===== src/rtl/mii_crs_col_pkg.sv =====
package mii_crs_col_pkg;
  typedef enum logic [1:0] {
    COL_SRC_OFF     = 2'd0,
    COL_SRC_COLLIDE = 2'd1,
    COL_SRC_JABBER  = 2'd2
  } col_src_e;

  function automatic int unsigned cnt_width(int unsigned a, int unsigned b);
    int unsigned m;
    m = (a > b) ? a : b;
    return (m < 2) ? 1 : $clog2(m + 1);
  endfunction
endpackage


===== src/rtl/mii_jabber_timer.sv =====
module mii_jabber_timer #(
  parameter int unsigned JAB_LIMIT = 50000,
  parameter int unsigned UNJAB_LEN = 12500
) (
  input  logic clk,
  input  logic rst,
  input  logic tx_en,
  output logic expired
);
  localparam int unsigned CW = mii_crs_col_pkg::cnt_width(JAB_LIMIT, UNJAB_LEN);
  localparam logic [CW-1:0] JAB_LAST   = CW'(JAB_LIMIT - 1);
  localparam logic [CW-1:0] UNJAB_LAST = CW'(UNJAB_LEN - 1);

  logic [CW-1:0] cnt_q;
  logic          exp_q;

  // One counter serves both phases: it runs on tx_en high while armed,
  // and on tx_en low while expired.
  always_ff @(posedge clk) begin
    if (rst) begin
      cnt_q <= '0;
      exp_q <= 1'b0;
    end else if (!exp_q) begin
      if (!tx_en) begin
        cnt_q <= '0;
      end else if (cnt_q == JAB_LAST) begin
        cnt_q <= '0;
        exp_q <= 1'b1;
      end else begin
        cnt_q <= cnt_q + 1'b1;
      end
    end else begin
      if (tx_en) begin
        cnt_q <= '0;
      end else if (cnt_q == UNJAB_LAST) begin
        cnt_q <= '0;
        exp_q <= 1'b0;
      end else begin
        cnt_q <= cnt_q + 1'b1;
      end
    end
  end

  assign expired = exp_q;
endmodule


===== src/rtl/mii_col_crs_logic.sv =====
module mii_col_crs_logic
  import mii_crs_col_pkg::*;
(
  input  logic tx_en,
  input  logic rx_act,
  input  logic full_dup,
  input  logic spd_100,
  input  logic ser_mode,
  input  logic crs_rx_only,
  input  logic jab_expired,
  output logic crs,
  output logic col
);
  col_src_e col_src;

  always_comb begin
    if (full_dup)
      col_src = COL_SRC_OFF;
    else if (ser_mode && !spd_100)
      col_src = COL_SRC_JABBER;
    else
      col_src = COL_SRC_COLLIDE;
  end

  always_comb begin
    unique case (col_src)
      COL_SRC_COLLIDE: col = tx_en & rx_act;
      COL_SRC_JABBER:  col = jab_expired;
      default:         col = 1'b0;
    endcase
  end

  assign crs = crs_rx_only ? rx_act : (tx_en | rx_act);
endmodule


===== src/rtl/mii_crs_col.sv =====
module mii_crs_col #(
  parameter int unsigned JAB_LIMIT = 50000,
  parameter int unsigned UNJAB_LEN = 12500
) (
  input  logic clk,
  input  logic rst,
  input  logic tx_en,
  input  logic rx_act,
  input  logic full_dup,
  input  logic spd_100,
  input  logic ser_mode,
  input  logic crs_rx_only,
  output logic crs,
  output logic col
);
  logic jab_expired;

  mii_jabber_timer #(
    .JAB_LIMIT(JAB_LIMIT),
    .UNJAB_LEN(UNJAB_LEN)
  ) i_jab (
    .clk    (clk),
    .rst    (rst),
    .tx_en  (tx_en),
    .expired(jab_expired)
  );

  mii_col_crs_logic i_ind (
    .tx_en      (tx_en),
    .rx_act     (rx_act),
    .full_dup   (full_dup),
    .spd_100    (spd_100),
    .ser_mode   (ser_mode),
    .crs_rx_only(crs_rx_only),
    .jab_expired(jab_expired),
    .crs        (crs),
    .col        (col)
  );
endmodule


===== config.mk =====
export PLATFORM = sky130hd
export DESIGN_NAME = mii_crs_col
export DESIGN_NICKNAME = d
export VERILOG_FILES = /design/src/rtl/mii_crs_col_pkg.sv /design/src/rtl/mii_jabber_timer.sv /design/src/rtl/mii_col_crs_logic.sv /design/src/rtl/mii_crs_col.sv
export SDC_FILE = /design/constraint.sdc
export NUM_CORES = 1
export LEC_CHECK = 0
export BUFFER_PORTS_ARGS = -buffer_cell sky130_fd_sc_hd__clkbuf_2
export CAP_MARGIN = 15
export CORE_AREA = 2 2 49 51
export CTS_BUF_LIST = sky130_fd_sc_hd__clkbuf_8 sky130_fd_sc_hd__clkbuf_16
export DETAILED_ROUTE_END_ITERATION = 8
export DIE_AREA = 0 0 51 53
export PLACE_DENSITY = 0.61
export SYNTH_ARGS = -nofsm -noshare
export SYNTH_HDL_FRONTEND = slang
export SYNTH_SLANG_ARGS = --single-unit

===== constraint.sdc =====
create_clock -name clk -period 4.2 [get_ports clk]
set_input_delay 1.26 -clock clk [delete_from_list [all_inputs] [get_ports clk]]
set_output_delay 1.26 -clock clk [all_outputs]
set_load 0.01 [all_outputs]

==> flow_summary.yaml, run 1 <==
status:
  status: "completed"
timing:
  period_minus_slack_ps: 3060
  slew_violations: 0
  rsz0062_at_grt: "no"
  tns_ps: 0
  tightest_slew_ps: 630
  fmax_mhz: 327
  final-setup-viol-count: 0
  hold_violations: 0
  period_share_pct: 72.8
  holdWs_ps: 474
  clock_skew_ps: 2.64
  relSlewSlack_pct: 58.0
logic_synthesis:
  ys_warn_count: 0
  synthArstFlopShare_pct: 0
  synth.cell_area_sq_um: 912
  muxShareOfSynthArea_pct: 0
  synth_compound_area_share_pct: 7.82
  syn_nets: 110
  synth_edf_count: 0
  synthTopCellsByArea: "dfxtp_1 (37%), xnor2_1 (12%), nor2_2 (6.9%)"
  synthFlopType: "dfxtp_1"
  synth_cells: 101
  synth_adder_area_share_pct: 1.37
  synth_simple_gate_area_share_pct: 34.3
  synth-xor-area-share_pct: 13.4
  synth.avg_cell_area_sq_um: 9.03
  synth_top_family_by_area: "simple AND/OR/NAND/NOR gates"
  ys_ff_latch: 17
  synth_top_area_share_pct: 37.3
  synth_top_area_cell: "dfxtp_1"
  yosysSeqAreaShare_pct: 37.3
  synth_cell_type_count: 28
critical_path:
  path_buf_inv: 3
  worstPathMaxFanout: 2
  crit_arrival_ps: 1800
  path_common_cell: "clkbuf_2"
  crit_required_ps: 2940
  cp-start-kind: "input pin"
  path_class: "input pin to output port"
  critPathTopFamily: "buffers and inverters"
  cp.depth: 5
  end_kind: "output port"
  r2r_cells: 4
  slowest_stage: "a21oi_1"
  slowest_delay_ps: 150
  crit_chain: "clkbuf_2 -> inv_1 -> o211ai_1 -> a21oi_1 -> clkbuf_2"
global_routing:
  antenna_found_initial: 0
  grt_overflow_total: 0
  grt_pass1_vias: 669
  grt_start_max_net_pins: 17
  grt_first_pass_wirelength_um: 2640
  track_usage_pct: 13.1
placement:
  portBuffers: 9
  dpl.hpwl_um: 1260
  gpl.final_weighted_congestion: 0.758
floorplanning:
  start_util_pct: 42.5
  die_h_um: 53
  boundaryPins: 10
  coreArea_sq_um: 2150
  die_area_sq_um: 2700
  die_x_um: 51
  rows: 17
cells_and_area:
  antenna_cells: 0
  fin_nets: 121
  layout-drive-gt1-share_pct: 26.1
  final_common_cell: "dfxtp_1"
  final_cell_mix: "dfxtp_1 (17), xnor2_1 (13), nor2_2 (10), nor2_1 (10), clkbuf_2 (9)"
  area_growth_pct: 10.4
power_and_ir_drop:
  powerDensity_nw_per_um2: 293
  sequentialPowerShare_pct: 55.2
  p_clk_share_pct: 40.2
  comb_power_share_pct: 4.7
  ir_drop_mv: 0.226
  p_int_mw: 0.233
  switching_share_pct: 21.1
  power_switching_mw: 0.0624
  p_leak_nw: 0.312
hold_path:
  min_path_cells: 1
  holdCritPathClass: "register to register"
clock_tree:
  cts_tree: "built"
  cts_setup_buffers: 0
  worst_skew_pair.late_latency_ps: 250
  htreeDepth: 1
  clkSinkCount: 17
  cts_resized: 0
  cts_hold_buffers: 0
  cts.clk_slew.worst_paths_ps: 60
  clock-root-buffer: "clkbuf_8"
  numCtsBuffers: 3
  clockBufferDepth: 2
routing:
  post-route-drc-count: 0
  drtIter0Drc: 11
  final_antenna_net_count: 0
  first_pass_iters: 4
  wl_per_cell_um: 11.8
  vias: 732
  totalWireLength_um: 1640
  vias_per_cell: 5.27
run:
  drv_cap: 0
==> power groups by stage <==
stage	Clock, mW	Combinational (mW)	Sequential (mW)
after floorplan	0	0.00931	0.167
after global placement	0	0.0135	0.167
after detailed placement	0	0.0141	0.167
after CTS	0.123	0.0141	0.163
after global routing	0.128	0.0154	0.163
final	0.119	0.0137	0.163
==> per-stage QoR <==
step	instances	util (%)	area, sq um	worst slack, ps	power, mW
final	139	46.9	1010	1140	0.296
after floorplan	101	-	912	1330	0.176
after global routing	139	46.9	1010	1080	0.306
after global placement	135	44.8	962	1190	0.180
after detailed placement	135	44.8	962	1130	0.181
after CTS	139	46.9	1010	1130	0.300
==> Yosys cell counts, drive strengths merged (2+ instances only) <==
cell type,number
nor3,4
dfxtp,17
nand3b,2
nand3,6
inv,6
xnor2,13
nand2,5
nand4,4
nor4,6
buf,3
nor2,20
==> cell families after synthesis <==
logic type | count (synthesis)
adder cells (fa/ha/maj) | 1
XOR/XNOR | 14
AO/OA/AOI/OAI | 6
AND/OR/NAND/NOR | 54
flip-flops | 17
buffers and inverters | 9
==> cell type report <==
type / instances / area, sq um
clock inverter: 1 / 3.75
fill: 221 / 1140
clock buffer: 3 / 41.3
sequential: 17 / 340
timing repair buffer: 9 / 45.0
inverter: 6 / 22.5
tap: 28 / 35.0
multi-input combinational: 75 / 519
==> flip-flops by register name, summed over array words and instances, names as in the netlist <==
signal         count
i_jab.expired      1
i_jab.cnt_q       16
==> routing by layer <==
layer	global-route usage, %	routed length, um	vias to the layer above
met3	2.54	32	2
met2	21.6	827	8
met5	0	0	-
li1	-	-	369
met4	6.76	20	0
met1	16.1	762	353
==> path summary, 6_finish.rpt <==
path / to / start / slack, ps
worst min register to register: i_jab.cnt_q[0] / i_jab.cnt_q[0] / 470
worst max-delay path: col / ser_mode / 1140
worst min-delay path: i_jab.cnt_q[0] / i_jab.cnt_q[0] / 470
worst max register to register: i_jab.cnt_q[7] / i_jab.cnt_q[12] / 2140
==> worst reg2reg max path, delay by kind of cell, from the launching register on <==
family / cells / cell delay (ps)
DFF: 1 / 350
and+or+nand+nor: 3 / 1040
AOI/OAI and AO/OA: 1 / 540
(Power assumes the default switching activity.)
==> inputs of run 2 (changes only) <==
--- a/config.mk
+++ b/config.mk
@@ -5,6 +5,7 @@
 export SDC_FILE = /design/constraint.sdc
 export NUM_CORES = 1
 export LEC_CHECK = 0
+export ABC_AREA = 1
 export BUFFER_PORTS_ARGS = -buffer_cell sky130_fd_sc_hd__clkbuf_2
 export CAP_MARGIN = 15
 export CORE_AREA = 2 2 49 51
==> constraint.sdc (replaced) <==
create_clock -name clk -period 2.9 [get_ports clk]
set_input_delay 0.87 -clock clk [delete_from_list [all_inputs] [get_ports clk]]
set_output_delay 0.87 -clock clk [all_outputs]
set_load 0.01 [all_outputs]
==> run 2 against run 1 <==
Via count grew 13%; combinational power grew 45%; final cell count grew 26%; critical path depth grew 1; die area is the same.
==> flow_summary.yaml, run 2 <==
status:
  status: "completed"
routing:
  totalWireLength_um: 1740
  first_pass_iters: 4
  wl_per_cell_um: 9.95
  vias_per_cell: 4.71
  final_antenna_net_count: 0
  vias: 824
  drtIter0Drc: 14
  post-route-drc-count: 0
timing:
  fmax_mhz: 427
  hold_violations: 0
  setup_slack_ps: 557
  clock_skew_ps: 3.15
  period_minus_slack_ps: 2340
  rsz0062_at_grt: "no"
  period_share_pct: 80.8
  tightest_slew_ps: 292
  relSlewSlack_pct: 80.4
  final-setup-viol-count: 0
  slew_violations: 0
  tns_ps: 0
critical_path:
  worstPathMaxFanout: 2
  cp-start-kind: "input pin"
  crit_required_ps: 2030
  path_class: "input pin to output port"
  r2r_cells: 8
  crit_chain: "clkbuf_2 -> inv_1 -> nor2_1 -> a21oi_1 -> a211oi_1 -> clkbuf_2"
  path_common_cell: "clkbuf_2"
  crit_arrival_ps: 1470
  slowest_delay_ps: 160
  end_kind: "output port"
  slowest_stage: "a211oi_1"
hold_path:
  min_path_cells: 1
  holdCritPathClass: "register to register"
logic_synthesis:
  synthArstFlopShare_pct: 0
  yosysSeqAreaShare_pct: 36.8
  synthTopCellsByArea: "dfxtp_1 (37%), nor2_1 (13%), nand2_1 (12%)"
  synth_cell_type_count: 23
  synthFlopType: "dfxtp_1"
  muxShareOfSynthArea_pct: 0
  synth_edf_count: 0
  synth.cell_area_sq_um: 925
  yosysMostFrequentCell: "nor2_1"
  synth_simple_gate_area_share_pct: 40.1
  syn_nets: 144
  ys_warn_count: 0
  synth_cells: 135
  synth_top_area_cell: "dfxtp_1"
  synth-xor-area-share_pct: 8.53
  synth_adder_area_share_pct: 1.35
  yosys-top-cells-count: "nor2_1 (33), nand2_1 (30), dfxtp_1 (17), inv_1 (17)"
  synth_top_area_share_pct: 36.8
  synth_compound_area_share_pct: 4.33
  synth.avg_cell_area_sq_um: 6.85
  synth_top_family_by_area: "simple AND/OR/NAND/NOR gates"
  ys_ff_latch: 17
cells_and_area:
  layout-drive-gt1-share_pct: 14.3
  seq_area_sq_um: 340
  antenna_cells: 0
  fin_nets: 157
  fill_cells: 235
  area_growth_pct: 12.0
  regMostFlops: "i_jab.cnt_q"
  final_core_util_pct: 48.2
  largest_reg_flops: 16
  final_cell_mix: "nor2_1 (33), nand2_1 (30), inv_1 (17), dfxtp_1 (17), clkbuf_2 (9)"
  final_common_cell: "nor2_1"
  final_cells: 175
  multi_input_area_sq_um: 502
clock_tree:
  cts_hold_buffers: 0
  htreeDepth: 1
  worst_skew_pair.late_latency_ps: 250
  cts_resized: 0
  cts_setup_buffers: 0
  clkSinkCount: 17
  clockBufferDepth: 2
  cts_tree: "built"
  cts.clk_slew.worst_paths_ps: 60
  numCtsBuffers: 3
  clock-root-buffer: "clkbuf_8"
placement:
  portBuffers: 9
  numPlacedInstances: 171
  dpl_worst_slack_ps: 560
  dpl.hpwl_um: 1370
  gpl.final_weighted_congestion: 0.908
floorplanning:
  boundaryPins: 10
  start_util_pct: 43.0
  die_area_sq_um: 2700
  die_x_um: 51
  rows: 17
  die_h_um: 53
  coreArea_sq_um: 2150
global_routing:
  grt_overflow_total: 0
  antenna_found_initial: 0
  grt_first_pass_wirelength_um: 3090
  grt_start_max_net_pins: 16
  track_usage_pct: 15.6
  grt_pass1_vias: 780
power_and_ir_drop:
  power.total_mw: 0.433
  powerDensity_nw_per_um2: 418
  ir_drop_mv: 0.280
  p_leak_nw: 0.408
run:
  drv_cap: 0
-- run 2: cells by family after synthesis --
kind of cell,Yosys count
buffers and inverters,19
DFF,17
AOI/OAI and AO/OA,7
xor gates and xnor gates,9
and+or+nand+nor,82
adders and majority gates,1
-- run 2: worst max-delay path, delay by kind of cell --
| family | cells | cell delay (ps) |
|---|---|---|
| buf+inv | 3 | 270 |
| compound gates | 2 | 220 |
| simple gates | 1 | 120 |
-- run 2: power breakdown --
group	switching, mW	leakage [nW]	total (mW)	internal [mW]
logic	0.0112	0.246	0.0198	0.00867
registers	0.00113	0.137	0.236	0.235
clock network	0.0820	0.0255	0.177	0.0954
total	0.0943	0.408	0.433	0.339
-- run 2: final timing paths --
path / slack [ps] / end / from
max reg2reg: 1490 / i_jab.cnt_q[4] / i_jab.cnt_q[0]
max: 560 / col / ser_mode
min: 460 / i_jab.cnt_q[0] / i_jab.cnt_q[0]
min reg2reg: 460 / i_jab.cnt_q[0] / i_jab.cnt_q[0]
-- run 2: area by class of cell --
cell class              count  area share (%)
multi-input cells          99            48.4
inverters                  18            6.52
well taps                  28            3.38
clock inverters             1           0.483
flip-flops and latches     17            32.9
repair buffers              9            4.35
clock buffers               3            3.99
-- run 2: stage by stage --
step                hold slack, ps  cell area [sq um]
floorplan                      429                925
global placement               440                990
detailed placement             449                990
CTS                            466               1040
global route                   506               1040
finish                         459               1040
-- run 2: metal layers --
metal	wire, um	track usage (%)	up-vias
met5	0	0	-
met4	44	9.46	0
met3	81	3.67	5
met2	770	25.3	21
met1	844	18.7	362
li1	-	-	436
==> inputs of run 3 (changes only) <==
--- a/config.mk
+++ b/config.mk
@@ -5,14 +5,14 @@
 export SDC_FILE = /design/constraint.sdc
 export NUM_CORES = 1
 export LEC_CHECK = 0
-export ABC_AREA = 1
+export ABC_AREA = 0
 export BUFFER_PORTS_ARGS = -buffer_cell sky130_fd_sc_hd__clkbuf_2
 export CAP_MARGIN = 15
 export CORE_AREA = 2 2 49 51
 export CTS_BUF_LIST = sky130_fd_sc_hd__clkbuf_8 sky130_fd_sc_hd__clkbuf_16
 export DETAILED_ROUTE_END_ITERATION = 8
 export DIE_AREA = 0 0 51 53
-export PLACE_DENSITY = 0.61
+export PLACE_DENSITY = 0.63
 export SYNTH_ARGS = -nofsm -noshare
 export SYNTH_HDL_FRONTEND = slang
 export SYNTH_SLANG_ARGS = --single-unit
==> constraint.sdc (replaced) <==
create_clock -name clk -period 2.1 [get_ports clk]
set_input_delay 0.63 -clock clk [delete_from_list [all_inputs] [get_ports clk]]
set_output_delay 0.63 -clock clk [all_outputs]
set_load 0.01 [all_outputs]
==> run 3 against run 2 <==
Final cell count fell by 19%; power rose by 39%; clock-buffer cell count did not move; global-route usage fell by 1.0 points; flip-flop and latch count did not move; clock power rose by 39%; first-iteration DRC count fell by 21%; cell area fell by 0.97%; combinational power rose by 53%; non-clock buffer count rose by 2; hold slack improved by 16 ps; largest cell class unchanged.
==> flow_summary.yaml, run 3 (synthesized netlist as in run 1, its figures left out) <==
floorplanning:
  die_x_um: 51
  coreArea_sq_um: 2150
  boundaryPins: 10
  start_util_pct: 42.5
  rows: 17
  die_h_um: 53
  die_area_sq_um: 2700
clock_tree:
  clockBufferDepth: 2
  clock-root-buffer: "clkbuf_8"
  cts_setup_buffers: 0
  clkSinkCount: 17
  cts_resized: 0
  htreeDepth: 1
  worst_skew_pair.late_latency_ps: 250
  cts.clk_slew.worst_paths_ps: 70
  numCtsBuffers: 3
  cts_hold_buffers: 0
  cts_tree: "built"
power_and_ir_drop:
  power.total_mw: 0.603
  p_leak_nw: 0.315
  powerDensity_nw_per_um2: 588
  ir_drop_mv: 0.604
timing:
  slew_violations: 0
  tns_ps: 0
  setup_slack_ps: 237
  period_share_pct: 88.7
  holdWs_ps: 475
  relSlewSlack_pct: 73.1
  final-setup-viol-count: 0
  rsz0062_at_grt: "no"
  hold_violations: 0
  tightest_slew_ps: 401
  clock_skew_ps: 5.69
  period_minus_slack_ps: 1860
  fmax_mhz: 537
routing:
  totalWireLength_um: 1680
  final_antenna_net_count: 0
  first_pass_iters: 4
  vias_per_cell: 5.14
  post-route-drc-count: 0
  vias: 725
  drtIter0Drc: 11
  wl_per_cell_um: 11.9
critical_path:
  crit_start: "i_jab.cnt_q[12]"
  r2r-start: "i_jab.cnt_q[12]"
  end_kind: "register"
  crit_arrival_ps: 2010
  r2r_setup_slack_ps: 240
  worstPathMaxFanout: 9
  cp-endpoint: "i_jab.cnt_q[4]"
  r2r_cells: 5
  r2r_end: "i_jab.cnt_q[4]"
  crit_required_ps: 2250
  cp-start-kind: "register"
  path_class: "register to register"
cells_and_area:
  antenna_cells: 0
  final_cell_mix: "dfxtp_1 (17), xnor2_1 (13), nor2_2 (10), nor2_1 (10), clkbuf_2 (9)"
  multi_input_area_sq_um: 519
  seq_area_sq_um: 340
  final_core_util_pct: 47.8
  area_growth_pct: 12.5
  fin_nets: 123
  layout-drive-gt1-share_pct: 28.3
  final_common_cell: "dfxtp_1"
  regMostFlops: "i_jab.cnt_q"
  largest_reg_flops: 16
  fill_cells: 222
global_routing:
  grt_start_max_net_pins: 12
  track_usage_pct: 14.6
  grt_pass1_vias: 659
  grt_first_pass_wirelength_um: 2870
  antenna_found_initial: 0
  grt_overflow_total: 0
placement:
  dpl_worst_slack_ps: 257
  gpl.final_weighted_congestion: 0.797
  dpl.hpwl_um: 1300
  portBuffers: 9
hold_path:
  holdCritPathClass: "register to register"
  worstHoldStart: "i_jab.cnt_q[0]"
  min_path_cells: 1
status:
  status: "completed"
run:
  drv_cap: 0
==> run 3: cell types whose count changed in the layout (fill, tap and decap cells not counted), moves of 3 or more <==
cell / change
nand2_1: -25
nor2_1: -23
inv_1: -11
xnor2_1: +11
nor2_2: +9
nor4_1: +6
xor2_1: -6
o21ai_0: -4
nand4_1: +3
==> run 3: how the worst min path moves through the flow <==
stage | endpoint
after floorplan | i_jab.cnt_q[0]
final | i_jab.cnt_q[0]
after global routing | i_jab.cnt_q[0]
after CTS | i_jab.cnt_q[0]
after detailed placement | i_jab.cnt_q[0]
after global placement | i_jab.cnt_q[0]
==> run 3: final cells by class <==
type	count	share of cell area, %
clock buffer	3	4.02
clock inverter	1	0.732
inverter	6	2.20
multi-input combinational	75	50.6
sequential	17	33.2
tap	28	3.41
timing repair buffer	11	5.85
==> run 3: metal layers <==
metal	global-route usage, %	vias to the layer above	wire length, um
li1	-	379	-
met1	17.7	334	735
met2	25.1	10	884
met3	5.08	2	55
met4	2.70	0	8
met5	0	-	0
==> run 3: worst max-delay path, cell delays in order, from the launching register on <==
cell and delay, ps:
dfxtp_1 340, or4b_1 540, or3_4 400, o221ai_4 210, buf_4 210, nor2_1 60
==> run 3: where the power goes <==
part           switching (mW)  leakage [nW]  internal, mW
Combinational          0.0157         0.156        0.0146
Clock                   0.113        0.0217         0.133
Sequential            0.00189         0.137         0.324
Total                   0.131         0.315         0.472
==> run 3: through the flow <==
| stage | cell area [sq um] | instances |
|---|---|---|
| after floorplan | 912 | 101 |
| after global placement | 977 | 137 |
| after detailed placement | 977 | 137 |
| after CTS | 1030 | 141 |
| after global routing | 1030 | 141 |
| final | 1030 | 141 |
